$ cat src/rtl/ssr_pkg.sv
package ssr_pkg;
  typedef enum logic [1:0] {
    ST_IDLE = 2'd0,
    ST_HUNT = 2'd1,
    ST_RECV = 2'd2
  } rx_state_t;

  localparam int PHASES = 3;
endpackage

$ cat src/rtl/ssr_phase_track.sv
module ssr_phase_track #(
  parameter int TW = 8
) (
  input  logic          clk,
  input  logic          rst,
  input  logic          start,
  input  logic          hunt,
  input  logic          din,
  input  logic          lead_zero,
  input  logic [TW-1:0] tmo_limit,
  output logic          found,
  output logic          early_one,
  output logic          timeout,
  output logic          tick,
  output logic [1:0]    sel_q
);
  import ssr_pkg::*;
  localparam logic [1:0] PH_LAST = 2'(PHASES - 1);

  logic [1:0]    ph_q;
  logic [TW-1:0] pc_q;
  logic          lz_q;
  logic          wrap;
  logic          masked;
  logic [TW:0]   pc_next;

  assign wrap      = (ph_q == PH_LAST);
  assign masked    = lz_q && (pc_q == '0);
  assign pc_next   = {1'b0, pc_q} + (TW+1)'(1);
  assign found     = hunt && din && !masked;
  assign early_one = hunt && din && masked;
  assign timeout   = hunt && !din && wrap && (pc_next >= {1'b0, tmo_limit});
  assign tick      = (ph_q == sel_q);

  always_ff @(posedge clk) begin
    if (rst) begin
      ph_q  <= '0;
      pc_q  <= '0;
      lz_q  <= 1'b0;
      sel_q <= '0;
    end else if (start) begin
      ph_q  <= '0;
      pc_q  <= '0;
      lz_q  <= lead_zero;
    end else begin
      ph_q <= wrap ? 2'd0 : ph_q + 2'd1;
      if (hunt && wrap) pc_q <= pc_next[TW-1:0];
      if (found) sel_q <= wrap ? 2'd0 : ph_q + 2'd1;
    end
  end

  assert_phase_range_R3: assert property (@(posedge clk) disable iff (rst)
    ph_q != 2'd3);

  assert_sel_range_R3: assert property (@(posedge clk) disable iff (rst)
    sel_q != 2'd3);

  assert_restart_phase_R2: assert property (@(posedge clk) disable iff (rst)
    start |=> (ph_q == 2'd0));
endmodule

$ cat src/rtl/ssr_deser.sv
module ssr_deser #(
  parameter int DW = 16
) (
  input  logic          clk,
  input  logic          rst,
  input  logic          load,
  input  logic          tick,
  input  logic          din,
  output logic          hdr_bad,
  output logic          done,
  output logic [DW-1:0] data_q,
  output logic          valid_q
);
  localparam int            IW   = $clog2(DW + 2);
  localparam logic [IW-1:0] LAST = IW'(DW + 1);
  localparam logic [IW-1:0] HDR1 = IW'(0);
  localparam logic [IW-1:0] HDR2 = IW'(1);

  logic [IW-1:0] idx_q;
  logic [DW-1:0] sh_q;
  logic [DW-1:0] sh_next;

  assign sh_next = {sh_q[DW-2:0], din};
  assign hdr_bad = tick && (((idx_q == HDR1) && !din) || ((idx_q == HDR2) && din));
  assign done    = tick && (idx_q == LAST);

  always_ff @(posedge clk) begin
    if (rst) begin
      idx_q   <= '0;
      sh_q    <= '0;
      data_q  <= '0;
      valid_q <= 1'b0;
    end else begin
      valid_q <= 1'b0;
      if (load) begin
        idx_q <= '0;
      end else if (tick && !hdr_bad && (idx_q != LAST)) begin
        idx_q <= idx_q + IW'(1);
      end
      if (tick && (idx_q > HDR2)) sh_q <= sh_next;
      if (done) begin
        data_q  <= sh_next;
        valid_q <= 1'b1;
      end
    end
  end

  assert_index_bound_R5: assert property (@(posedge clk) disable iff (rst)
    idx_q <= LAST);

  assert_strobe_single_R5: assert property (@(posedge clk) disable iff (rst)
    valid_q |=> !valid_q);
endmodule

$ cat src/rtl/ssr_rx.sv
module ssr_rx #(
  parameter int DW = 16,
  parameter int TW = 8
) (
  input  logic          clk,
  input  logic          rst,
  input  logic          arm,
  input  logic          lead_zero,
  input  logic [TW-1:0] tmo_limit,
  input  logic          sdata,
  output logic [DW-1:0] rx_data,
  output logic          rx_valid,
  output logic [1:0]    lock_phase,
  output logic          hdr_err,
  output logic          tmo_err
);
  import ssr_pkg::*;

  rx_state_t st_q;
  logic start, hunt, recv_tick;
  logic found, early_one, timeout, tick;
  logic hdr_bad, done;

  assign start     = (st_q == ST_IDLE) && arm;
  assign hunt      = (st_q == ST_HUNT);
  assign recv_tick = (st_q == ST_RECV) && tick;

  ssr_phase_track #(.TW(TW)) track_i (
    .clk       (clk),
    .rst       (rst),
    .start     (start),
    .hunt      (hunt),
    .din       (sdata),
    .lead_zero (lead_zero),
    .tmo_limit (tmo_limit),
    .found     (found),
    .early_one (early_one),
    .timeout   (timeout),
    .tick      (tick),
    .sel_q     (lock_phase)
  );

  ssr_deser #(.DW(DW)) deser_i (
    .clk     (clk),
    .rst     (rst),
    .load    (found),
    .tick    (recv_tick),
    .din     (sdata),
    .hdr_bad (hdr_bad),
    .done    (done),
    .data_q  (rx_data),
    .valid_q (rx_valid)
  );

  always_ff @(posedge clk) begin
    if (rst) begin
      st_q    <= ST_IDLE;
      hdr_err <= 1'b0;
      tmo_err <= 1'b0;
    end else begin
      hdr_err <= 1'b0;
      tmo_err <= 1'b0;
      unique case (st_q)
        ST_IDLE: if (arm) st_q <= ST_HUNT;
        ST_HUNT: begin
          if (found) begin
            st_q <= ST_RECV;
          end else if (early_one) begin
            st_q    <= ST_IDLE;
            hdr_err <= 1'b1;
          end else if (timeout) begin
            st_q    <= ST_IDLE;
            tmo_err <= 1'b1;
          end
        end
        ST_RECV: begin
          if (hdr_bad) begin
            st_q    <= ST_IDLE;
            hdr_err <= 1'b1;
          end else if (done) begin
            st_q <= ST_IDLE;
          end
        end
        default: st_q <= ST_IDLE;
      endcase
    end
  end

  assert_one_outcome_R8: assert property (@(posedge clk) disable iff (rst)
    $onehot0({rx_valid, hdr_err, tmo_err}));

  assert_tmo_from_hunt_R7: assert property (@(posedge clk) disable iff (rst)
    tmo_err |-> ($past(st_q) == ST_HUNT));

  assert_valid_from_recv_R5: assert property (@(posedge clk) disable iff (rst)
    rx_valid |-> ($past(st_q) == ST_RECV));

  assert_arm_ignored_R2: assert property (@(posedge clk) disable iff (rst)
    ((st_q == ST_RECV) && arm) |=> (st_q != ST_HUNT));

  assert_phase_hold_R3: assert property (@(posedge clk) disable iff (rst)
    ((st_q == ST_RECV) && ($past(st_q) == ST_RECV)) |-> $stable(lock_phase));

  assert_hdr_err_pulse_R4: assert property (@(posedge clk) disable iff (rst)
    hdr_err |=> !hdr_err);
endmodule

$ cat config.mk
export PLATFORM = sky130hd
export DESIGN_NAME = ssr_rx
export DESIGN_NICKNAME = d
export VERILOG_FILES = /design/src/rtl/ssr_pkg.sv /design/src/rtl/ssr_phase_track.sv /design/src/rtl/ssr_deser.sv /design/src/rtl/ssr_rx.sv
export SDC_FILE = /design/constraint.sdc
export NUM_CORES = 1
export LEC_CHECK = 0
export BUFFER_PORTS_ARGS = -buffer_cell sky130_fd_sc_hd__buf_2
export CORE_MARGIN = 4
export CORE_UTILIZATION = 50
export DETAILED_ROUTE_END_ITERATION = 16
export HOLD_SLACK_MARGIN = 0.12
export MAX_ROUTING_LAYER = met4
export PLACE_DENSITY = 0.71
export SLEW_MARGIN = 15
export SYNTH_ARGS = -nofsm -noshare
export SYNTH_HDL_FRONTEND = slang
export SYNTH_SLANG_ARGS = --single-unit
$ cat constraint.sdc
create_clock -name clk -period 3.1 [get_ports clk]
set_input_delay 0.62 -clock clk [delete_from_list [all_inputs] [get_ports clk]]
set_output_delay 0.62 -clock clk [all_outputs]
set_load 0.05 [all_outputs]
==> impl_results.md, run 1 <==
- Starting density of the core: 0.526
- Pins Over Slew Limit: 0
- WS Path Type: register to register
- Levels on crit path: 11
- Ys flop type: dfxtp_1
- Drt total wl: 4360 µm
- Outcome: complete, no violations
- Avg WL per Cell: 11.9 µm
- Max Freq: 393 MHz
- Drt first-iter violations: 76
- Slew headroom: 0.692
- First drt pass iteration count: 4
- Clock transition at path regs: 0.09 ns
- Rows: 25
- CP max-delay cell: dfxtp_1
- Post_cts resized: 0
- Vias in the first global route: 1768
- GRT Total Usage: 0.159
- Syn Area/Cell: 9.49 µm²
- Final hold viol count: 0
- Die area: 6270 µm²
- Initial antenna violation count: 0
- CTS root buf: clkbuf_8
- Post-synthesis sequential area ratio: 0.427
- Worst path buffer plus inverter count: 0
- Vias: 1825
- Clk_skew: 0.00968 ns
- DRT antenna net count: 0
- Power Density: 496 nW/µm²
- Hold WC Path Type: register to register
- Tcrit/Tclk final: 0.821
- Maximum VDD drop: 0.000262 V
- EDFF count, synth: 0
- I/O Buffers: 33
- Worst reg2reg startpoint: track_i.pc_q[2]$_SDFFE_PP0P_
- CTS tree: built
- # diodes: 0
- Worst Setup SP: track_i.pc_q[2]$_SDFFE_PP0P_
- CTS Buf Count: 5
- Max cap viols: 0
- Worst path arrival time: 2.78 ns
- CTS H-tree lvls: 2
- Remaining DRCs: 0
- RSZ-0062 raised after global routing: no
- Design Power: 1.41 mW
- Layout cells sized above 1: 0.160
- R2R Setup Slk: 0.55 ns
- Worst R2R Path Depth: 11
- CP top delay family: simple AND/OR/NAND/NOR gates
- Setup Fix Bufs, Post-CTS: 0
- Area grow syn2layout: 12.3%
- Vias/cell: 4.97
- Synthesized net count: 296
- Critical Path Sink Type: register
- End of the worst register-to-register path: st_q[0]$_SDFFE_PP0P_
- Synth warn: 0
- Final critical-path required period: 2.55 ns
- CORE AREA: 4820 µm²
- Setup TNS: 0 ns
- Mapped Cells: 267
- P_leak: 1.43 nW
- IO Count: 34
- GP Congestion: 0.846
- Largest net degree at the start of global routing: 37
- Count of cell types in the netlist: 34
- First-pass GRT wire length: 7720 µm
- DP HPWL: 3160 µm
- Type of element launching the critical path: register
- Critical Path, Cell by Cell: nand3_1, or2_2, nor2_1, xor2_1, ha_1, o21ai_0, nor2_1, o2111ai_1, and3_1, a21oi_1, mux2i_1
- Die Height: 79.2 µm
- Clk_lat worst skew: 0.31 ns
- Overflow after GRT: 0
- Post-CTS Hold Fix Bufs: 0
- Die width: 79.2 µm
- CTS Sinks: 54
- Post-synth ARST share: 0
- CP Max Fanout: 5
- Fillers: 443
- Worst EP required: 3.34 ns
- Worst stage delay on the critical path: 0.44 ns
- CP endpoint: st_q[0]$_SDFFE_PP0P_
- Synthesized area: 2530 µm²
- Crit path top cell by count: nor2_1
- CTS max path bufs: 2
- Flops & latches, synth: 54
- Slew @ Worst Pin: 0.460 ns
- Nets: 328
- Setup-failing EPs final: 0
-- metal layers --
layer	vias to the layer above	share of wire	GRT usage
li1	954	-	-
met3	7	0.034	0.0465
met4	0	0.016	0.0584
met1	840	0.49	0.191
met2	24	0.46	0.254
met5	-	0	-
-- placed cells by master (no fill, tap or decap), types with 3 or more instances in the layout --
cell	count
a21oi_1	10
buf_2	33
buf_4	3
clkbuf_8	6
dfxtp_1	54
ha_1	16
inv_1	14
mux2i_1	35
nand2_1	8
nand2b_1	5
nand3_1	5
nand4_1	3
nor2_1	55
nor3_1	4
nor4b_1	3
o21ai_0	4
or3_1	3
xnor2_1	11
xor2_1	6
-- worst min path at each step --
stage	start	slack, ns	endpoint	depth (start not counted)
6_report	track_i.lz_q$_SDFFE_PP0P_	0.47	track_i.lz_q$_SDFFE_PP0P_	2
2_1_floorplan	track_i.lz_q$_SDFFE_PP0P_	0.43	track_i.lz_q$_SDFFE_PP0P_	2
4_1_cts	track_i.lz_q$_SDFFE_PP0P_	0.47	track_i.lz_q$_SDFFE_PP0P_	2
3_5_place_dp	track_i.lz_q$_SDFFE_PP0P_	0.46	track_i.lz_q$_SDFFE_PP0P_	2
5_1_grt	st_q[0]$_SDFFE_PP0P_	0.51	st_q[0]$_SDFFE_PP0P_	2
3_3_place_gp	track_i.lz_q$_SDFFE_PP0P_	0.46	track_i.lz_q$_SDFFE_PP0P_	2
-- tightest hold or removal path, stage by stage, from the launching register on --
cell and delay [ns]:
dfxtp_1 0.33, nand2_1 0.05, a21oi_1 0.05
-- power breakdown --
group / internal (mW) / switching, mW
clock: 0.266 / 0.224
sequential: 0.713 / 0.0196
combinational: 0.0797 / 0.110
-- cell families after synthesis --
logic type | synth area share
muxes | 0.143
adders and majority gates | 0.0790
DFF | 0.427
and+or+nand+nor | 0.178
buffers and inverters | 0.0523
AOI/OAI and AO/OA | 0.0622
xor gates and xnor gates | 0.0588
-- layout make-up --
cell class,count,area [µm²],share of cell area
inverter,14,52.6,0.0185
multi-input combinational,188,1320,0.464
tap,67,83.8,0.0295
sequential,54,1080,0.380
clock inverter,2,38.8,0.0136
timing repair buffer,36,188,0.0659
clock buffer,6,82.6,0.0290
-- state kept, by name, indices dropped and copies added (netlist names) --
signal           cells
tmo_err              1
st_q                 2
hdr_err              1
track_i.pc_q         8
deser_i.idx_q        5
deser_i.sh_q        15
track_i.ph_q         2
deser_i.valid_q      1
track_i.lz_q         1
deser_i.data_q      16
track_i.sel_q        2
-- through the flow --
| step | instances | utilization | hold slack, ns | setup WS [ns] | instance area [µm²] |
|---|---|---|---|---|---|
| final | 367 | 0.591 | 0.472 | 0.554 | 2850 |
| after global routing | 367 | 0.591 | 0.514 | 0.401 | 2850 |
| after CTS | 367 | 0.591 | 0.470 | 0.575 | 2850 |
| after detailed placement | 359 | 0.566 | 0.458 | 0.611 | 2730 |
| after global placement | 359 | 0.566 | 0.463 | 0.760 | 2730 |
| after floorplan | 267 | - | 0.432 | 0.869 | 2530 |
-- Yosys cell counts, types with 4 or more instances --
cell type | number | area [µm²]
a21oi_1 | 10 | 50.1
clkbuf_1 | 7 | 26.3
dfxtp_1 | 54 | 1080
ha_1 | 16 | 200
inv_1 | 14 | 52.6
mux2i_1 | 35 | 350
nand2_1 | 8 | 30.0
nand2b_1 | 5 | 31.3
nand3_1 | 5 | 25.0
nor2_1 | 55 | 206
nor3_1 | 4 | 20.0
o21ai_0 | 4 | 20.0
xnor2_1 | 11 | 96.3
xor2_1 | 6 | 52.6
Power figures use the tool's default switching activity.
==> run 2, diff against run 1 <==
- PLACE_DENSITY: 0.71 -> 0.74
- clock period: 3.1 -> 2.05 ns (I/O delays scaled with it)
==> run 2 against run 1 <==
  * The flow now finishes with violations (setup timing)
  * Count of clock-buffer cells in the layout is 1 lower
  * Die area stayed put
  * Maximum frequency is 16% higher
  * Power is 51% higher
  * Non-clock buffer count is 25 higher
  * Flip-flop and latch count stayed put
  * Worst hold slack worse by 0.11 ns
  * Critical path type unchanged
  * Largest cell class unchanged
  * Largest power group unchanged
==> impl_results.md, run 2 (synthesized netlist as in run 1, its figures left out) <==
- Outcome: complete, but fails checks
- Failing checks: setup timing
- CTS root buf: clkbuf_8
- Reg with most FFs: deser_i.data_q
- Setup-failing EPs final: 2
- Drt first-iter violations: 102
- Clk_lat worst skew: 0.31 ns
- Final hold viol count: 0
- Most frequent cells in the layout: 53 x nor2_1, 49 x dfxtp_1, 35 x mux2i_1
- Vias in the first global route: 1875
- Slew headroom: 0.654
- Max FFs per register: 16
- Starting density of the core: 0.526
- Critical Path, Cell by Cell: ha_4, nand3_4, nor2_4, xor2_1, ha_1, a22o_1, o31ai_1, and3_4, a21oi_4, o31ai_2
- Avg WL per Cell: 12.5 µm
- Area grow syn2layout: 23.5%
- Hold WC Path Type: primary input to register
- Final non-filler cell total: 391
- CORE AREA: 4820 µm²
- Max cap viols: 0
- CP Max Fanout: 4
- Worst EP required: 2.27 ns
- Max Freq: 455 MHz
- Overflow after GRT: 0
- DRT antenna net count: 0
- CTS Buf Count: 5
- Maximum VDD drop: 0.000327 V
- DP HPWL: 3480 µm
- Critical Path Sink Type: register
- Remaining DRCs: 0
- Setup TNS: -0.232 ns
- Top flop regs: deser_i.data_q (16), deser_i.sh_q (15), track_i.pc_q (8)
- First drt pass iteration count: 4
- Vias/cell: 4.97
- Leading cell type in the layout, fill and taps excluded: nor2_1
- CTS tree: built
- Pins Over Slew Limit: 0
- Die Height: 79.2 µm
- P_leak: 1.58 nW
- GRT Total Usage: 0.178
- Final critical-path required period: 2.20 ns
- Tcrit/Tclk final: 1.07
- Die area: 6270 µm²
- RSZ-0062 raised after global routing: yes
- # diodes: 0
- CTS H-tree lvls: 2
- CTS max path bufs: 2
- Final worst-path setup slack: -0.148 ns
- Slew @ Worst Pin: 0.518 ns
- Worst stage delay on the critical path: 0.39 ns
- CP max-delay cell: dfxtp_4
- Power Density: 682 nW/µm²
- First-pass GRT wire length: 8620 µm
- Cell Count Post-Placement: 380
- WS Path Type: register to register
- GP Congestion: 0.816
- Nets: 353
- Largest net degree at the start of global routing: 26
- Worst path arrival time: 2.42 ns
- Die width: 79.2 µm
- CTS Sinks: 54
- Vias: 1945
- Clk_skew: 0.00936 ns
- Layout cells sized above 1: 0.269
- Clock transition at path regs: 0.10 ns
- I/O Buffers: 33
- Initial antenna violation count: 0
- Post-CTS Hold Fix Bufs: 0
- Final core utilization: 0.650
- IO Count: 34
- Rows: 25
- Drt total wl: 4890 µm
- Type of element launching the critical path: register
## run 2: cell count changes in the layout (fill, tap and decap cells not counted), moves of 2 or more
cell,delta
nand3_1,-2
nor2_4,+2
buf_4,+24
dfxtp_4,+3
dfxtp_2,+2
nor2_1,-2
dfxtp_1,-5
## run 2: through the flow
stage,hold slack (ns),total power [mW],worst slack (ns),area [µm²]
finish,0.365,2.13,-0.148,3130
global route,0.365,2.24,-0.211,3130
CTS,0.345,2.14,-0.0929,3090
detailed placement,0.470,1.44,-0.184,2930
global placement,0.467,1.43,-0.0117,2930
floorplan,0.432,1.36,-0.000131,2570
## run 2: worst max-delay path: cells and delay by family, from the launching register on
| kind | cells | cell delay [ns] |
|---|---|---|
| and+or+nand+nor | 3 | 0.46 |
| xor gates and xnor gates | 1 | 0.15 |
| AOI/OAI and AO/OA | 4 | 0.71 |
| adders and majority gates | 2 | 0.40 |
| DFF | 1 | 0.39 |
## run 2: layout make-up
class,count,area [µm²]
multi-input cells,188,1400
well taps,67,83.8
fillers,414,1690
clock inverters,2,38.8
repair buffers,61,388
flip-flops and latches,54,1090
inverters,14,52.6
clock buffers,5,68.8
## run 2: what timing repair did
action / in CTS / in global routing
endpoints found under the hold margin: 0 / 0
pin swaps: 7 / 3
gates resized for setup: 8 / 6
setup endpoints to repair: 7 / 3
buffers inserted: 3 / 1
## run 2: final timing paths
kind | start | endpoint | slack [ns] | cells after the start
setup / recovery | track_i.pc_q[0]$_SDFFE_PP0P_ | st_q[1]$_SDFFE_PP0P_ | -0.15 | 10
hold reg to reg | track_i.lz_q$_SDFFE_PP0P_ | track_i.lz_q$_SDFFE_PP0P_ | 0.49 | 2
setup reg to reg | track_i.pc_q[0]$_SDFFE_PP0P_ | st_q[1]$_SDFFE_PP0P_ | -0.15 | 10
hold / removal | lead_zero | track_i.lz_q$_SDFFE_PP0P_ | 0.36 | 3
## run 2: power by group
group | total (mW) | switching, mW | internal (mW)
logic | 0.331 | 0.192 | 0.139
registers | 1.10 | 0.0258 | 1.07
clock network | 0.703 | 0.344 | 0.360
## run 2: layer usage
layer / vias up / global-route usage / share of wire
met5: - / - / 0
met4: 0 / 0.0756 / 0.021
met3: 8 / 0.0351 / 0.029
met1: 891 / 0.219 / 0.47
li1: 1009 / - / -
met2: 37 / 0.286 / 0.48
==> run 3, diff against run 2 <==
- CORE_UTILIZATION: 50 -> 51
- PLACE_DENSITY: 0.74 -> 0.75
==> run 3 against run 2 <==
  * Count of clock-buffer cells in the layout did not move
  * Cell area fell by 1.1%
  * Flip-flop and latch count did not move
  * Final cell count did not move
  * Sequential power barely moved
  * Largest cell class unchanged
  * The flow still finishes with violations (setup timing)
  * Register-to-register slack improved by 0.02 ns
  * Maximum frequency rose by 0.72%
==> impl_results.md, run 3 (synthesized netlist as in run 1, its figures left out) <==
- WS Path Type: register to register
- Max cap viols: 0
- Drt first-iter violations: 103
- Overflow after GRT: 0
- Critical Path Sink Type: register
- Outcome: complete, but fails checks
- Clk_skew: 0.00650 ns
- Vias in the first global route: 1872
- Rows: 25
- Slew headroom: 0.622
- Critical Path, Cell by Cell: ha_4, nand3_4, nor2_4, xor2_1, ha_2, a22o_1, o31ai_2, and3_4, a21oi_4, o31ai_1
- Slew @ Worst Pin: 0.565 ns
- GP Congestion: 0.837
- Layout cells sized above 1: 0.278
- CTS H-tree lvls: 2
- Max Freq: 458 MHz
- I/O Buffers: 33
- CTS tree: built
- CTS root buf: clkbuf_8
- Vias: 1979
- Starting density of the core: 0.533
- Largest net degree at the start of global routing: 37
- Final critical-path required period: 2.18 ns
- Worst stage delay on the critical path: 0.38 ns
- Initial antenna violation count: 0
- Reg with most FFs: deser_i.data_q
- Pins Over Slew Limit: 0
- CP top delay family: compound AO/OA/AOI/OAI gates
- DP HPWL: 3380 µm
- Avg WL per Cell: 12.5 µm
- CORE AREA: 4750 µm²
- Final core utilization: 0.651
- Area grow syn2layout: 22.2%
- Post-CTS Hold Fix Bufs: 0
- Clock transition at path regs: 0.10 ns
- End of the worst register-to-register path: st_q[1]$_SDFFE_PP0P_
- Die area: 6160 µm²
- CTS Sinks: 54
- Leading cell type in the layout, fill and taps excluded: nor2_1
- Drt total wl: 4890 µm
- Failing checks: setup timing
- Die Height: 78.5 µm
- First drt pass iteration count: 4
- Worst hold start: lead_zero
- Worst EP required: 2.27 ns
- Power Density: 649 nW/µm²
- Cell Count Post-Placement: 373
- Final non-filler cell total: 391
- Design Power: 2.01 mW
- Max FFs per register: 16
- CTS max path bufs: 2
- Tcrit/Tclk final: 1.06
- IO Count: 34
- R2R Setup Slk: -0.13 ns
- Hold endpoint: track_i.lz_q$_SDFFE_PP0P_
- Hold_ws: 0.354 ns
- Worst reg2reg startpoint: track_i.pc_q[0]$_SDFFE_PP0P_
- Worst R2R Path Depth: 10
- Final worst-path setup slack: -0.132 ns
- CP Max Fanout: 4
- Most frequent cells in the layout: 52 x nor2_1, 49 x dfxtp_1, 35 x mux2i_1
- CP max-delay cell: dfxtp_4
- DRT antenna net count: 0
- Worst path buffer plus inverter count: 0
- Worst path arrival time: 2.40 ns
- P_leak: 1.54 nW
- # diodes: 0
- Type of element launching the critical path: register
- Top flop regs: deser_i.data_q (16), deser_i.sh_q (15), track_i.pc_q (8)
- GRT Total Usage: 0.171
- Maximum VDD drop: 0.000400 V
- Nets: 353
- Final hold viol count: 0
- RSZ-0062 raised after global routing: yes
- Hold WC Path Type: primary input to register
- Setup-failing EPs final: 3
- Die width: 78.5 µm
- CTS Buf Count: 5
- Hold depth: 3
- Vias/cell: 5.06
- First-pass GRT wire length: 8330 µm
- Clk_lat worst skew: 0.30 ns
- Remaining DRCs: 0
## run 3: changes by cell type in the layout (fill, tap and decap cells not counted), sizes merged
cell and delta:
bufinv -1, inv +1
## run 3: routing by layer
| layer | vias to the layer above | GRT usage | share of wire |
|---|---|---|---|
| met3 | 8 | 0.0367 | 0.031 |
| li1 | 1011 | - | - |
| met1 | 929 | 0.198 | 0.46 |
| met4 | 0 | 0.0507 | 0.016 |
| met5 | - | - | 0 |
| met2 | 31 | 0.296 | 0.49 |
## run 3: layout make-up
cell class              instances  area [µm²]
fillers                       407        1660
multi-input cells             188        1410
clock inverters                 2        13.8
repair buffers                 61         375
clock buffers                   5        68.8
inverters                      14        52.6
flip-flops and latches         54        1090
well taps                      67        83.8
## run 3: power breakdown
| group | total, mW | leakage, nW | switching (mW) | internal, mW |
|---|---|---|---|---|
| clock | 0.578 | 0.0444 | 0.341 | 0.237 |
| sequential | 1.10 | 0.439 | 0.0273 | 1.07 |
| combinational | 0.331 | 1.06 | 0.193 | 0.138 |
## run 3: worst min-delay path: stages
cell	delay (ns)
buf_2	0.10
nand3_1	0.06
a21oi_1	0.05
## run 3: through the flow
stage	TNS, ns	worst slack [ns]	area (µm²)
6_report	-0.257	-0.132	3100
3_3_place_gp	-0.0177	-0.0177	2870
3_5_place_dp	-0.370	-0.149	2870
5_1_grt	-0.595	-0.233	3100
2_1_floorplan	-0.000131	-0.000131	2570
4_1_cts	-0.236	-0.0907	3000
## run 3: worst max path at each step
stage / slack (ns) / endpoint / startpoint / cells past startpoint
3_3_place_gp: -0.02 / st_q[0]$_SDFFE_PP0P_ / track_i.pc_q[1]$_SDFFE_PP0P_ / 11
4_1_cts: -0.09 / st_q[0]$_SDFFE_PP0P_ / track_i.pc_q[1]$_SDFFE_PP0P_ / 11
2_1_floorplan: -0.0001 / st_q[0]$_SDFFE_PP0P_ / track_i.pc_q[2]$_SDFFE_PP0P_ / 11
3_5_place_dp: -0.15 / st_q[0]$_SDFFE_PP0P_ / track_i.pc_q[0]$_SDFFE_PP0P_ / 11
5_1_grt: -0.23 / st_q[1]$_SDFFE_PP0P_ / track_i.pc_q[0]$_SDFFE_PP0P_ / 10
6_report: -0.13 / st_q[1]$_SDFFE_PP0P_ / track_i.pc_q[0]$_SDFFE_PP0P_ / 10
## run 3: timing repair
| item | in CTS | in global routing |
|---|---|---|
| pin swaps | 7 | 4 |
| buffers inserted | 4 | 7 |
| endpoints found under the setup margin | 3 | 9 |
| resized for setup | 8 | 9 |
